### config.mk
export PLATFORM = sky130hd
export DESIGN_NAME = strobe_latch_rom
export DESIGN_NICKNAME = d
export VERILOG_FILES = /design/src/rtl/srom_pkg.sv /design/src/rtl/srom_ctrl.sv /design/src/rtl/srom_datapath.sv /design/src/rtl/srom_octal.sv /design/src/rtl/strobe_latch_rom.sv
export SDC_FILE = /design/constraint.sdc
export NUM_CORES = 1
export LEC_CHECK = 0
export BUFFER_PORTS_ARGS = -buffer_cell sky130_fd_sc_hd__clkbuf_2
export CORE_AREA = 2 2 71 73
export DETAILED_ROUTE_END_ITERATION = 8
export DIE_AREA = 0 0 73 75
export PLACE_DENSITY = 0.72
export SYNTH_ARGS = -nofsm -noshare
export SYNTH_HDL_FRONTEND = slang
export SYNTH_SLANG_ARGS = --single-unit
### constraint.sdc
create_clock -name clk -period 2.12 [get_ports clk]
set_input_delay 0.318 -clock clk [delete_from_list [all_inputs] [get_ports clk]]
set_output_delay 0.318 -clock clk [all_outputs]
set_load 0.05 [all_outputs]
### src/rtl/srom_pkg.sv
package srom_pkg;

  // Strobes from the control half to the datapath half.
  typedef struct packed {
    logic loadAddr;   // address register takes addrIn this edge
    logic loadLatch;  // holding latch takes the array word this edge
    logic drive;      // outputs are driven
  } sromCtrlT;

  // Array contents as an unbounded integer; the caller truncates to the word width.
  function automatic int unsigned romSeed(int unsigned addr);
    return addr * 37 + 670;
  endfunction

endpackage

### src/rtl/srom_ctrl.sv
module srom_ctrl
  import srom_pkg::*;
#(
  parameter int SEL_W = 3,
  parameter logic [SEL_W-1:0] SEL_CARE  = 3'b101,
  parameter logic [SEL_W-1:0] SEL_VALUE = 3'b100
) (
  input  logic             readStrobe,
  input  logic             readStrobeN,
  input  logic             chipEn,
  input  logic [SEL_W-1:0] chipSel,
  output sromCtrlT         ctrl
);

  logic [SEL_W-1:0] bitOk;

  // One comparator per select bit; a don't-care bit always passes.
  for (genvar i = 0; i < SEL_W; i++) begin : g_sel
    if (SEL_CARE[i]) begin : g_care
      assign bitOk[i] = (chipSel[i] == SEL_VALUE[i]);
    end else begin : g_free
      assign bitOk[i] = 1'b1;
    end
  end

  always_comb begin
    ctrl.loadAddr  = readStrobeN;
    ctrl.loadLatch = readStrobe;
    ctrl.drive     = chipEn & (&bitOk);
  end

endmodule

### src/rtl/srom_datapath.sv
module srom_datapath
  import srom_pkg::*;
#(
  parameter int ADDR_W = 8,
  parameter int DATA_W = 10
) (
  input  logic              clk,
  input  logic              rstN,
  input  sromCtrlT          ctrl,
  input  logic [ADDR_W-1:0] addrIn,
  output logic [DATA_W-1:0] dataOut
);

  localparam int DEPTH = 1 << ADDR_W;

  logic [DATA_W-1:0] romTable [DEPTH];
  logic [ADDR_W-1:0] addrReg;
  logic [DATA_W-1:0] latchReg;
  logic [DATA_W-1:0] arrayWord;

  // Fixed contents computed per entry at elaboration.
  for (genvar g = 0; g < DEPTH; g++) begin : g_rom
    assign romTable[g] = DATA_W'(romSeed(g));
  end

  assign arrayWord = romTable[addrReg];

  always_ff @(posedge clk or negedge rstN) begin
    if (!rstN) begin
      addrReg <= '0;
    end else if (ctrl.loadAddr) begin
      addrReg <= addrIn;
    end
  end

  // Loading continues while the outputs are gated off.
  always_ff @(posedge clk or negedge rstN) begin
    if (!rstN) begin
      latchReg <= '0;
    end else if (ctrl.loadLatch) begin
      latchReg <= arrayWord;
    end
  end

  assign dataOut = ctrl.drive ? latchReg : '0;

endmodule

### src/rtl/srom_octal.sv
module srom_octal #(
  parameter int DATA_W = 10,
  localparam int DIGITS = (DATA_W + 2) / 3
) (
  input  logic [DATA_W-1:0]   word,
  output logic [4*DIGITS-1:0] octalOut
);

  localparam int PAD_W = 3 * DIGITS;

  logic [PAD_W-1:0] padded;

  assign padded = PAD_W'(word);

  for (genvar i = 0; i < DIGITS; i++) begin : g_dig
    assign octalOut[4*i +: 4] = {1'b0, padded[3*i +: 3]};
  end

endmodule

### src/rtl/strobe_latch_rom.sv
module strobe_latch_rom
  import srom_pkg::*;
#(
  parameter int ADDR_W = 8,
  parameter int DATA_W = 10,
  parameter int SEL_W  = 3,
  parameter logic [SEL_W-1:0] SEL_CARE  = 3'b101,
  parameter logic [SEL_W-1:0] SEL_VALUE = 3'b100,
  localparam int DIGITS = (DATA_W + 2) / 3
) (
  input  logic                clk,
  input  logic                rstN,
  input  logic [ADDR_W-1:0]   addrIn,
  input  logic                readStrobe,
  input  logic                readStrobeN,
  input  logic                chipEn,
  input  logic [SEL_W-1:0]    chipSel,
  output logic [DATA_W-1:0]   dataOut,
  output logic                driveEn,
  output logic [4*DIGITS-1:0] octalOut
);

  sromCtrlT ctrl;

  srom_ctrl #(
    .SEL_W    (SEL_W),
    .SEL_CARE (SEL_CARE),
    .SEL_VALUE(SEL_VALUE)
  ) u_ctrl (
    .readStrobe (readStrobe),
    .readStrobeN(readStrobeN),
    .chipEn     (chipEn),
    .chipSel    (chipSel),
    .ctrl       (ctrl)
  );

  srom_datapath #(
    .ADDR_W(ADDR_W),
    .DATA_W(DATA_W)
  ) u_dp (
    .clk    (clk),
    .rstN   (rstN),
    .ctrl   (ctrl),
    .addrIn (addrIn),
    .dataOut(dataOut)
  );

  srom_octal #(
    .DATA_W(DATA_W)
  ) u_oct (
    .word    (dataOut),
    .octalOut(octalOut)
  );

  assign driveEn = ctrl.drive;

endmodule

=== Yosys cells after proc, flatten, opt, wreduce, memory -nomap -nowiden ===
Memory sizes are Yosys's and may differ from the RTL's. A register that Yosys moved wholly into a read port is not among the register bits.
Index checks and enable logic that the tools add are counted.

* Muxes and demuxes: 1
* Bitwise operators: 3
* Reductions and logical operators: 2

{| class="wikitable"
|+ Operators by type and width
! cell !! count
|-
| two-way mux 10 bit || 1
|-
| NOT 8 -> 9 bit || 1
|-
| AND reduction 2 bit || 1
|-
| bitwise AND 1 bit || 1
|-
| logical NOT 1 bit || 1
|-
| NOT 1 bit || 1
|}

* ROM bits: 2560
* Input port bits: 16
* Memories kept: 1
* Output and inout bits: 27
* Logic and storage cells: 8
* Register bits: 8

{| class="wikitable"
|+ Memory list
! memory !! words !! bits a word !! read ports !! clocked after memory_dff !! write ports !! RTL line !! source
|-
| (no name shown) || 256 || 10 || 1 || 1 || 0 || srom_datapath.sv:26 || <nowiki>assign arrayWord = romTable[addrReg];</nowiki>
|}

=== Logic depth before layout (Yosys ltp) ===
Gate-level depths: netlist of run 1.

* Depth after elaboration: 4
* Gate-level depth with buffers: 9
* Depth with buffers taken out: 7

=== Cells and area by module ===
From an unflattened synthesis of run 1, not the netlist that was laid out.

* Cell total of the unflattened synthesis: 305
* Area, all modules: 2244.7 um^2

{| class="wikitable"
|+ Modules (own cells, without submodules)
! module !! area each (um^2) !! cells each !! sequential area each (um^2) !! instances
|-
| srom_datapath || 2097.0 || 285 || 450.4 || 1
|-
| srom_octal || 123.9 || 17 || 0.0 || 1
|-
| srom_ctrl || 23.8 || 3 || 0.0 || 1
|}

=== Worst setup path after synthesis of run 1 ===
No wires, ideal clock.

* Kind: in2out
* From: input port chipEn
* To: output port octalOut[0]
* Path slack: -0.240 ns
* Data arrival time: 2.042 ns
* Buffers on the path: 1
* Required time: 1.802 ns
* Stages: 4
* Cell sequence: nand2_1 > nor2_1 > and2_1 > buf_4

* Word-level cells in the longest chain between the ends: 2

{| class="wikitable"
|+ RTL lines
! what !! RTL line !! source
|-
| from (decl) || strobe_latch_rom.sv:16 || <nowiki>input logic chipEn,</nowiki>
|-
| bitwise AND 1 bit || srom_ctrl.sv:29 || <nowiki>ctrl.drive = chipEn & (&bitOk);</nowiki>
|-
| named net driveEn || strobe_latch_rom.sv:19 || <nowiki>output logic driveEn,</nowiki>
|-
| two-way mux 10 bit || srom_datapath.sv:45 || <nowiki>assign dataOut = ctrl.drive ? latchReg : '0;</nowiki>
|-
| to (decl) || strobe_latch_rom.sv:20 || <nowiki>output logic [4*DIGITS-1:0] octalOut</nowiki>
|}

The timed path passes the listed nets, and every way through them passes these cells.

=== Final worst setup path of run 1 ===
* From: register u_dp.addrReg[1]
* To: register u_dp.latchReg[6]

* Word-level cells in the longest chain between the ends: 1

{| class="wikitable"
|+ RTL lines
! what !! RTL line !! source
|-
| from (decl) || srom_datapath.sv:17 || <nowiki>logic [ADDR_W-1:0] addrReg;</nowiki>
|-
| from (signal assigned) || srom_datapath.sv:32 || <nowiki>addrReg <= addrIn;</nowiki>
|-
| NOT 8 -> 9 bit (implied by the code) || srom_datapath.sv:26 ||
|-
| to (decl) || srom_datapath.sv:18 || <nowiki>logic [DATA_W-1:0] latchReg;</nowiki>
|}

Every way passes these cells.
A chain may end at the register's enable or synchronous reset.

==> reports/results.tsv, run 1 <==
metric	value	unit
routed len/inst	16.5	um
vias in the first global route	2222	
vias	2453	
Mapped Cells	314	
DRT Wirelength	6620	um
status	complete, but fails checks	
worst-path maximum fanout	7	
Synth top area share	19.5	%
Slew HR	64.0	%
initial drt markers	334	
Die H	75	um
clk slew on worst S/H paths	0.07	ns
# DRC	0	
yosys warns	0	
CTS root buf	clkbuf_8	
area leader, netlist	dfrtp_1	
sequential fraction of the synthesis area	19.5	%
met3 wire len	546	um
Util after Layout	58.8	%
Setup violations, final	0	
Syn Area/Cell	7.37	um2
global placer's final weighted congestion	1.03	
Synth Cell Area	2310	um2
number of synthesized register bits	18	
library cells used by synthesis	58	
Site Rows	25	
worst endpoint required time	2.26	ns
CTS tree	built	
hold buffers post-CTS	0	
failing checks	hold timing	
WL met2	3090	um
H-tree Lvls	1	
CP arrival	2.16	ns
max-cap violation count	0	
crit path kind	register to register	
hpwl dp	4870	um
Fmax	496	MHz
io pins	43	
period utilisation layout	95.2	%
initial antenna violation count	0	
Slew Limit Fails	0	
post-synthesis compound-gate area fraction	30.3	%
mux share of post-synthesis cell area	5.89	%
top_reg_cell synth	dfrtp_1	
detailed-router iteration count before antenna repair	5	
Final Skew	0.00268	ns
Area Overhead vs Synth	18.4	%
Pwr Density	573	nW/um2
CTS Buf Count	3	
actual slew at the worst max-slew pin	0.539	ns
Port Buffers	35	
layout cell share with drive strength beyond 1	29.1	%
Area contributors post-synth	dfrtp_1 19%, o21ai_0 6.7%, ha_1 5.9%	
R2R Setup Slk	0.10	ns
die width	73	um
Vias/cell	6.12	
Hold Vio Cnt, Final	18	
Initial Utilization	49.7	%
largest net degree at the start of global routing	30	
Post-Synth XOR/XNOR Area	0.757	%
core footprint	4660	um2
ANT cells	0	
clk sinks	18	
fin crit period	2.02	ns
met1 WL	2830	um
Max clock buf depth	2	
die area	5480	um2
global-route wire length before repair	10800	um
Synth Area in Adders	6.81	%
Hold Slack	-0.00463	ns
startpoint types	register	
EDFF count, synth	0	
class of the worst hold path	input port to asynchronous set/reset pin	
nets@finish	375	
grt total ovfl	0	
fraction of registers with async set/reset	100	%
clk_lat worst skew	0.26	ns
Tot GR Track Use	25.3	%
Final ANT Viol Nets	0	
crit end category	register	
Post-Synth Simple-Gate Area	22.9	%
peak supply drop	0.000329	V
largest family of logic cells by synthesized area	compound AO/OA/AOI/OAI gates	
leakage	1.20	nW
uppermost layer routed	met4	
-- registers in the layout, summed over array words and instances (netlist names) --
signal / flops
u_dp.addrReg: 8
u_dp.latchReg: 10
-- report_power, final --
group	internal, mW	switching (mW)
combinational	0.343	0.501
clock	0.165	0.119
sequential	0.395	0.0478
total	0.903	0.667
-- Yosys cell counts, types with 3 or more instances --
master	number
dfrtp_1	18
or2_2	3
a221oi_1	5
a311oi_1	4
nand2_1	30
inv_1	14
and2_1	11
nor3b_1	3
mux2_2	4
a211oi_1	6
ha_1	11
buf_4	17
nor3_1	7
o2111ai_1	3
a21o_1	3
nand3_1	5
a31oi_1	6
a32oi_1	3
clkbuf_1	13
o21ai_0	31
o211ai_1	6
nand2b_1	5
buf_2	11
nor2_1	21
nand4_1	3
nor2b_1	12
a21oi_1	16
-- what timing repair did --
| action | CTS | global route |
|---|---|---|
| setup endpoints to repair | 0 | 3 |
| buffers inserted | 0 | 3 |
| gates resized for setup | 0 | 17 |
-- cells in the final DEF (no fill, tap or decap), drive strengths merged, types with 5 or more instances in the layout --
| cell type | n |
|---|---|
| conb | 6 |
| inv | 15 |
| a21oi | 16 |
| and2 | 11 |
| buf | 33 |
| a221oi | 5 |
| nor2b | 12 |
| nand3 | 5 |
| o211ai | 6 |
| a31oi | 6 |
| ha | 11 |
| a211oi | 6 |
| nand2 | 31 |
| dfrtp | 18 |
| o21ai | 32 |
| nor2 | 21 |
| nand2b | 5 |
| clkbuf | 39 |
| nor3 | 7 |
-- layout make-up --
class,instances,area (um2)
clock buffers,4,55.1
well taps,54,67.6
flip-flops and latches,18,454
fillers,444,1920
multi-input cells,241,1630
repair buffers,68,472
inverters,16,65.1
-- path summary, 6_finish.rpt --
kind,start,to,cells after the start
worst max-delay path,u_dp.addrReg[1],u_dp.latchReg[6],9
worst min-delay path,rstN,u_dp.latchReg[3],1
worst max register to register,u_dp.addrReg[1],u_dp.latchReg[6],9
worst min register to register,u_dp.latchReg[4],u_dp.latchReg[4],2
max in group asynchronous,rstN,u_dp.addrReg[4],1
min in group clk,addrIn[3],u_dp.addrReg[3],3
-- through the flow --
step,setup slack [ns],setup TNS (ns),std cells,total power [mW],instance area (um2)
4_1_cts,0.0226,0,398,1.53,2650
2_1_floorplan,-0.0866,-0.260,319,1.03,2360
3_5_place_dp,0.0406,0,394,1.24,2590
6_report,0.103,0,401,1.57,2740
3_3_place_gp,0.0596,0,394,1.23,2590
5_1_grt,-0.000553,-0.000720,401,1.67,2740
-- layer usage --
metal,GRT usage (%),vias to the layer above
met4,8.64,0
met1,34.0,1101
met3,3.75,17
met5,0,-
met2,41.6,148
li1,-,1187
-- logic make-up (layout without fill, tap and decap cells) --
| logic type | after synthesis | count (layout) |
|---|---|---|
| other | 1 | 6 |
| DFF | 18 | 18 |
| xor gates and xnor gates | 2 | 2 |
| buffers and inverters | 60 | 88 |
| AOI/OAI and AO/OA | 105 | 105 |
| and+or+nand+nor | 106 | 106 |
| muxes | 9 | 9 |
| adders and majority gates | 13 | 13 |
-- worst max-delay path: stages (launching register included) --
cell	delay [ns]
dfrtp_2	0.40
clkinv_4	0.10
buf_4	0.15
ha_1	0.18
buf_4	0.15
nor2_2	0.07
a21oi_1	0.04
mux4_2	0.48
a221oi_2	0.25
nor3_1	0.07
(Power assumes the default switching activity.)
==> run 2: changes to the inputs <==
--- a/config.mk
+++ b/config.mk
@@ -9,7 +9,9 @@
 export CORE_AREA = 2 2 71 73
 export DETAILED_ROUTE_END_ITERATION = 8
 export DIE_AREA = 0 0 73 75
+export MAX_ROUTING_LAYER = met4
 export PLACE_DENSITY = 0.72
+export SLEW_MARGIN = 15
 export SYNTH_ARGS = -nofsm -noshare
 export SYNTH_HDL_FRONTEND = slang
 export SYNTH_SLANG_ARGS = --single-unit
==> reports/results.tsv, run 2 (synthesis results as in run 1) <==
metric	value	unit	change
startpoint types	register		unchanged
die width	73	um	unchanged
clk sinks	18		unchanged
hold buffers post-CTS	0		unchanged
Area Overhead vs Synth	17.9	%	was 18.4%
Util after Layout	58.6	%	was 58.8%
Slew HR	62.4	%	was 64.0%
worst-path maximum fanout	4		was 7
Filler Cell Count	455		was 444
status	finished, final reports clean		was complete, but fails checks
# DRC	0		unchanged
CTS Buf Count	3		unchanged
CP arrival	2.18	ns	was 2.16 ns
internal power	0.903	mW	about the same
vias in the first global route	2351		was 2222
peak supply drop	0.000372	V	was 0.000329 V
crit end category	register		unchanged
Pwr Density	579	nW/um2	was 573 nW/um2
Fmax	489	MHz	was 496 MHz
Site Rows	25		unchanged
Max clock buf depth	2		unchanged
class of the worst hold path	input port to asynchronous set/reset pin		unchanged
CTS root buf	clkbuf_8		unchanged
post-placement cell area	2630	um2	was 2590 um2
Setup violations, final	0		unchanged
DRT Wirelength	7170	um	was 6620 um
TNS Setup	0	ns	unchanged
worst endpoint required time	2.25	ns	was 2.26 ns
period utilisation layout	96.5	%	was 95.2%
Finished Cell Area	2730	um2	was 2740 um2
Final Worst Setup Slack	0.0732	ns	was 0.103 ns
Final Skew	0.000542	ns	was 0.00268 ns
detailed-router iteration count before antenna repair	4		was 5
Tot GR Track Use	28.9	%	was 25.3%
post_cts resized	0		unchanged
Final ANT Viol Nets	0		unchanged
hpwl dp	5480	um	was 4870 um
CTS tree	built		unchanged
leakage	1.20	nW	about the same
nets@finish	379		was 375
initial drt markers	289		was 334
number of flip-flops in the largest register	10		unchanged
crit path kind	register to register		unchanged
slowest stage cell on the critical path	mux4_2		unchanged
vias	2494		was 2453
clk_lat worst skew	0.25	ns	was 0.26 ns
Port Buffers	35		unchanged
clock share of power	17.8	%	was 18.1%
Reg with most FFs	u_dp.latchReg		unchanged
Initial Utilization	49.7	%	unchanged
Seq pwr share	27.9	%	was 28.2%
die area	5480	um2	unchanged
Die H	75	um	unchanged
sw frac	42.8	%	was 42.5%
Post-Layout Cell Count	405		was 401
Sw Pwr	0.677	mW	was 0.667 mW
global-route wire length before repair	11700	um	was 10800 um
H-tree Lvls	1		unchanged
Hold Vio Cnt, Final	0		was 18
fin crit period	2.05	ns	was 2.02 ns
core footprint	4660	um2	unchanged
biggest regs	u_dp.latchReg: 10 flops, u_dp.addrReg: 8 flops		unchanged
layout cell share with drive strength beyond 1	29.3	%	was 29.1%
global placer's final weighted congestion	1.02		was 1.03
io pins	43		unchanged
clk slew on worst S/H paths	0.07	ns	about the same
CP Cell Sequence	inv_2 -> buf_4 -> ha_1 -> inv_1 -> o21ai_0 -> mux4_2 -> a2111oi_2 -> nor3_1		was clkinv_4 -> buf_4 -> ha_1 -> buf_4 -> nor2_2 -> a21oi_1 -> mux4_2 -> a221oi_2 -> nor3_1
commonest non-fill, non-tap cells in the layout	35 x clkbuf_2, 35 x buf_4, 31 x o21ai_0		was 35 x clkbuf_2, 30 x o21ai_0, 29 x nand2_1
Placed Cells	401		was 394
max-cap violation count	0		unchanged
grt total ovfl	0		unchanged
slowest stage delay, CP	0.47	ns	was 0.48 ns
largest net degree at the start of global routing	38		was 30
postcts setup bufs	0		unchanged
Slew Limit Fails	0		unchanged
Comb power frac	54.3	%	was 53.7%
initial antenna violation count	0		unchanged
Vias/cell	6.16		was 6.12
actual slew at the worst max-slew pin	0.563	ns	was 0.539 ns
Setup Slack @ Placement	0.0210	ns	was 0.0406 ns
ANT cells	0		unchanged
routed len/inst	17.7	um	was 16.5 um
-- run 2: cell types whose count changed in the layout (fill, tap and decap cells not counted), sizes merged --
cell	change
clkinv	-1
inv	+1
buf	+4
-- run 2: metal layers --
layer | vias to the layer above | share of wire [%] | global-route usage (%)
met5 | - | 0 | -
met4 | 0 | 3.9 | 11.9
met3 | 31 | 7.5 | 1.87
met2 | 146 | 46 | 47.2
met1 | 1121 | 42 | 37.2
li1 | 1196 | - | -
-- run 2: power by group through the flow --
stage,Clock (mW),Combinational (mW),Sequential [mW]
finish,0.281,0.858,0.441
CTS,0.292,0.825,0.439
global route,0.304,0.931,0.447
global placement,0,0.810,0.442
floorplan,0,0.601,0.428
detailed placement,0,0.821,0.446
-- run 2: final cells by class --
| type | count | area, um2 | area share [%] |
|---|---|---|---|
| multi-input combinational | 241 | 1610 | 59.0 |
| timing repair buffer | 72 | 478 | 17.5 |
| sequential | 18 | 455 | 16.7 |
| tap | 54 | 67.6 | 2.48 |
| inverter | 16 | 62.6 | 2.29 |
| clock buffer | 4 | 55.1 | 2.02 |
-- run 2: critical path: cells and delay by family (launching register included) --
| kind | cells | cell delay, ns |
|---|---|---|
| flip-flops | 1 | 0.41 |
| multiplexers | 1 | 0.47 |
| adder cells (fa/ha/maj) | 1 | 0.24 |
| AND/OR/NAND/NOR | 1 | 0.10 |
| buffers and inverters | 3 | 0.30 |
| AO/OA/AOI/OAI | 2 | 0.39 |
-- run 2: final timing paths --
kind,startpoint,endpoint,slack (ns),cells past startpoint
max in group asynchronous,rstN,u_dp.addrReg[0],1.77,1
min in group clk,addrIn[2],u_dp.addrReg[2],0.26,3
hold / removal,rstN,u_dp.addrReg[5],0.002,1
hold reg to reg,u_dp.latchReg[5],u_dp.latchReg[5],0.49,1
setup reg to reg,u_dp.addrReg[0],u_dp.latchReg[6],0.07,8
setup / recovery,u_dp.addrReg[0],u_dp.latchReg[6],0.07,8
-- run 2: per-stage QoR --
step / total power [mW] / hold WS [ns]
after CTS: 1.56 / 0.0124
after global routing: 1.68 / 0.0337
after floorplan: 1.03 / 0.0224
final: 1.58 / 0.00223
after global placement: 1.25 / 0.281
after detailed placement: 1.27 / 0.292
==> run 3: changes to the inputs <==
--- a/config.mk
+++ b/config.mk
@@ -5,10 +5,12 @@
 export SDC_FILE = /design/constraint.sdc
 export NUM_CORES = 1
 export LEC_CHECK = 0
+export ABC_AREA = 1
 export BUFFER_PORTS_ARGS = -buffer_cell sky130_fd_sc_hd__clkbuf_2
 export CORE_AREA = 2 2 71 73
 export DETAILED_ROUTE_END_ITERATION = 8
 export DIE_AREA = 0 0 73 75
+export GPL_ROUTABILITY_DRIVEN = 0
 export MAX_ROUTING_LAYER = met4
 export PLACE_DENSITY = 0.72
 export SLEW_MARGIN = 15
==> reports/results.tsv, run 3 <==
metric	value	unit	change
status	complete, but fails checks		was finished, final reports clean
failing checks	hold timing		
library cells used by synthesis	33		was 58
biggest regs	u_dp.latchReg: 10 flops, u_dp.addrReg: 8 flops		unchanged
CTS root buf	clkbuf_8		unchanged
initial antenna violation count	0		unchanged
Area contributors post-synth	nand2_1 21%, dfrtp_1 20%, nand3_1 12%		was dfrtp_1 19%, o21ai_0 6.7%, ha_1 5.9%
area leader, netlist	nand2_1		was dfrtp_1
die area	5480	um2	unchanged
Setup Slack @ Placement	0.301	ns	was 0.0210 ns
Initial Utilization	49.3	%	was 49.7%
Placed Cells	453		was 401
Tot GR Track Use	25.5	%	was 28.9%
EDFF count, synth	0		unchanged
Critical Path Start	u_dp.addrReg[1]		was u_dp.addrReg[0]
Fmax	548	MHz	was 489 MHz
detailed-router iteration count before antenna repair	5		was 4
layout cell share with drive strength beyond 1	18.9	%	was 29.3%
io pins	43		unchanged
uppermost layer routed	met4		unchanged
top_reg_cell synth	dfrtp_1		unchanged
met1 WL	2760	um	was 3040 um
class of the worst hold path	input port to asynchronous set/reset pin		unchanged
leakage	1.31	nW	was 1.20 nW
Setup violations, final	0		unchanged
nets@finish	431		was 379
Post-Layout Cell Count	457		was 405
Hold Slack	-0.0133	ns	was 0.00223 ns
WL met2	3220	um	was 3310 um
commonest non-fill, non-tap cell in the layout	nand2_1		
fraction of registers with async set/reset	100	%	unchanged
met3 wire len	379	um	was 539 um
routed len/inst	14.1	um	was 17.7 um
largest net degree at the start of global routing	24		was 38
RSZ-0062 raised after global routing	false		
Synth top area share	20.6	%	was 19.5%
clk slew on worst S/H paths	0.07	ns	about the same
Pwr Density	594	nW/um2	was 579 nW/um2
postcts setup bufs	0		unchanged
startpoint types	register		unchanged
Final Skew	0.00819	ns	was 0.000542 ns
Max clock buf depth	2		unchanged
crit path kind	register to register		unchanged
ANT cells	0		unchanged
Reg with most FFs	u_dp.latchReg		unchanged
number of flip-flops in the largest register	10		unchanged
max-cap violation count	0		unchanged
Final Worst Setup Slack	0.294	ns	was 0.0732 ns
worst endpoint required time	2.32	ns	was 2.25 ns
initial drt markers	252		was 289
crit end category	register		unchanged
most frequent cell after synthesis	nand2_1		was o21ai_0
Vias/cell	5.61		was 6.16
hpwl dp	4970	um	was 5480 um
core footprint	4660	um2	unchanged
Pwr Total	1.48	mW	was 1.58 mW
number of synthesized register bits	18		unchanged
Synth Cell Area	2300	um2	was 2310 um2
Die H	75	um	unchanged
vias in the first global route	2192		was 2351
clk sinks	18		unchanged
peak supply drop	0.000390	V	was 0.000372 V
sequential fraction of the synthesis area	19.6	%	was 19.5%
global-route wire length before repair	10700	um	was 11700 um
Hold Vio Cnt, Final	8		was 0
Port Buffers	35		unchanged
Final ANT Viol Nets	0		unchanged
DRT Wirelength	6440	um	was 7170 um
period utilisation layout	86.1	%	was 96.5%
Mapped Cells	385		was 314
yosys warns	0		unchanged
Site Rows	25		unchanged
worst-path maximum fanout	8		was 4
fin crit period	1.83	ns	was 2.05 ns
Syn Area/Cell	5.97	um2	was 7.37 um2
Slew Limit Fails	0		unchanged
grt total ovfl	0		unchanged
Reg-to-Reg Start	u_dp.addrReg[1]		was u_dp.addrReg[0]
CP arrival	2.03	ns	was 2.18 ns
post_cts resized	0		unchanged
TNS Setup	0	ns	unchanged
vias	2564		was 2494
Post-synth top cells	126 x nand2_1, 56 x nand3_1, 33 x nor2_1		was 31 x o21ai_0, 30 x nand2_1, 21 x nor2_1
CTS Buf Count	3		unchanged
die width	73	um	unchanged
clk_lat worst skew	0.26	ns	was 0.25 ns
commonest non-fill, non-tap cells in the layout	126 x nand2_1, 56 x nand3_1, 35 x clkbuf_2		was 35 x clkbuf_2, 35 x buf_4, 31 x o21ai_0
H-tree Lvls	1		unchanged
# DRC	0		unchanged
CTS tree	built		unchanged
hold buffers post-CTS	0		unchanged
Area Overhead vs Synth	8.71	%	was 17.9%
-- run 3: final timing paths --
check	cells past startpoint	slack (ns)	endpoint
setup / recovery	12	0.29	u_dp.latchReg[7]
hold / removal	1	-0.01	u_dp.latchReg[7]
setup reg to reg	12	0.29	u_dp.latchReg[7]
hold reg to reg	2	0.49	u_dp.latchReg[8]
max in group asynchronous	1	1.81	u_dp.addrReg[2]
min in group clk	3	0.27	u_dp.addrReg[6]
-- run 3: critical path, cell delays in order (launching register included) --
cell and delay (ns):
dfrtp_1 0.38, inv_1 0.22, ha_1 0.31, nand2_1 0.12, o21ai_0 0.14, nand2_1 0.09, nand2_1 0.07, inv_1 0.04
nand2_1 0.05, nand3_1 0.12, nand3_1 0.10, nand3_1 0.07, nand2_1 0.06
-- run 3: where the power goes --
| part | internal [mW] | switching [mW] |
|---|---|---|
| Clock | 0.165 | 0.118 |
| Sequential | 0.391 | 0.0426 |
| Combinational | 0.232 | 0.535 |
-- run 3: routing by layer --
layer / global-route usage, % / up-vias
li1: - / 1258
met1: 34.7 / 1184
met2: 41.4 / 112
met3: 2.68 / 10
met4: 4.73 / 0
met5: - / -
-- run 3: cells by family after synthesis --
| family | share of synthesized area, % |
|---|---|
| flops | 19.6 |
| xor+xnor | 0.381 |
| fa+ha+maj | 5.99 |
| buf+inv | 17.7 |
| compound gates | 13.4 |
| other cells | 0.163 |
| simple gates | 42.8 |
-- run 3: layout make-up --
| class | count | area (um2) |
|---|---|---|
| inverter | 36 | 148 |
| multi-input combinational | 302 | 1540 |
| fill | 518 | 2160 |
| clock buffer | 4 | 55.1 |
| tap | 54 | 67.6 |
| sequential | 18 | 450 |
| timing repair buffer | 43 | 235 |
-- run 3: metrics by stage --
step                utilization (%)  cell area, um2
finish                         53.6            2500
global route                   53.6            2500
CTS                            53.6            2500
detailed placement             52.4            2440
global placement               52.4            2440
floorplan                         -            2400
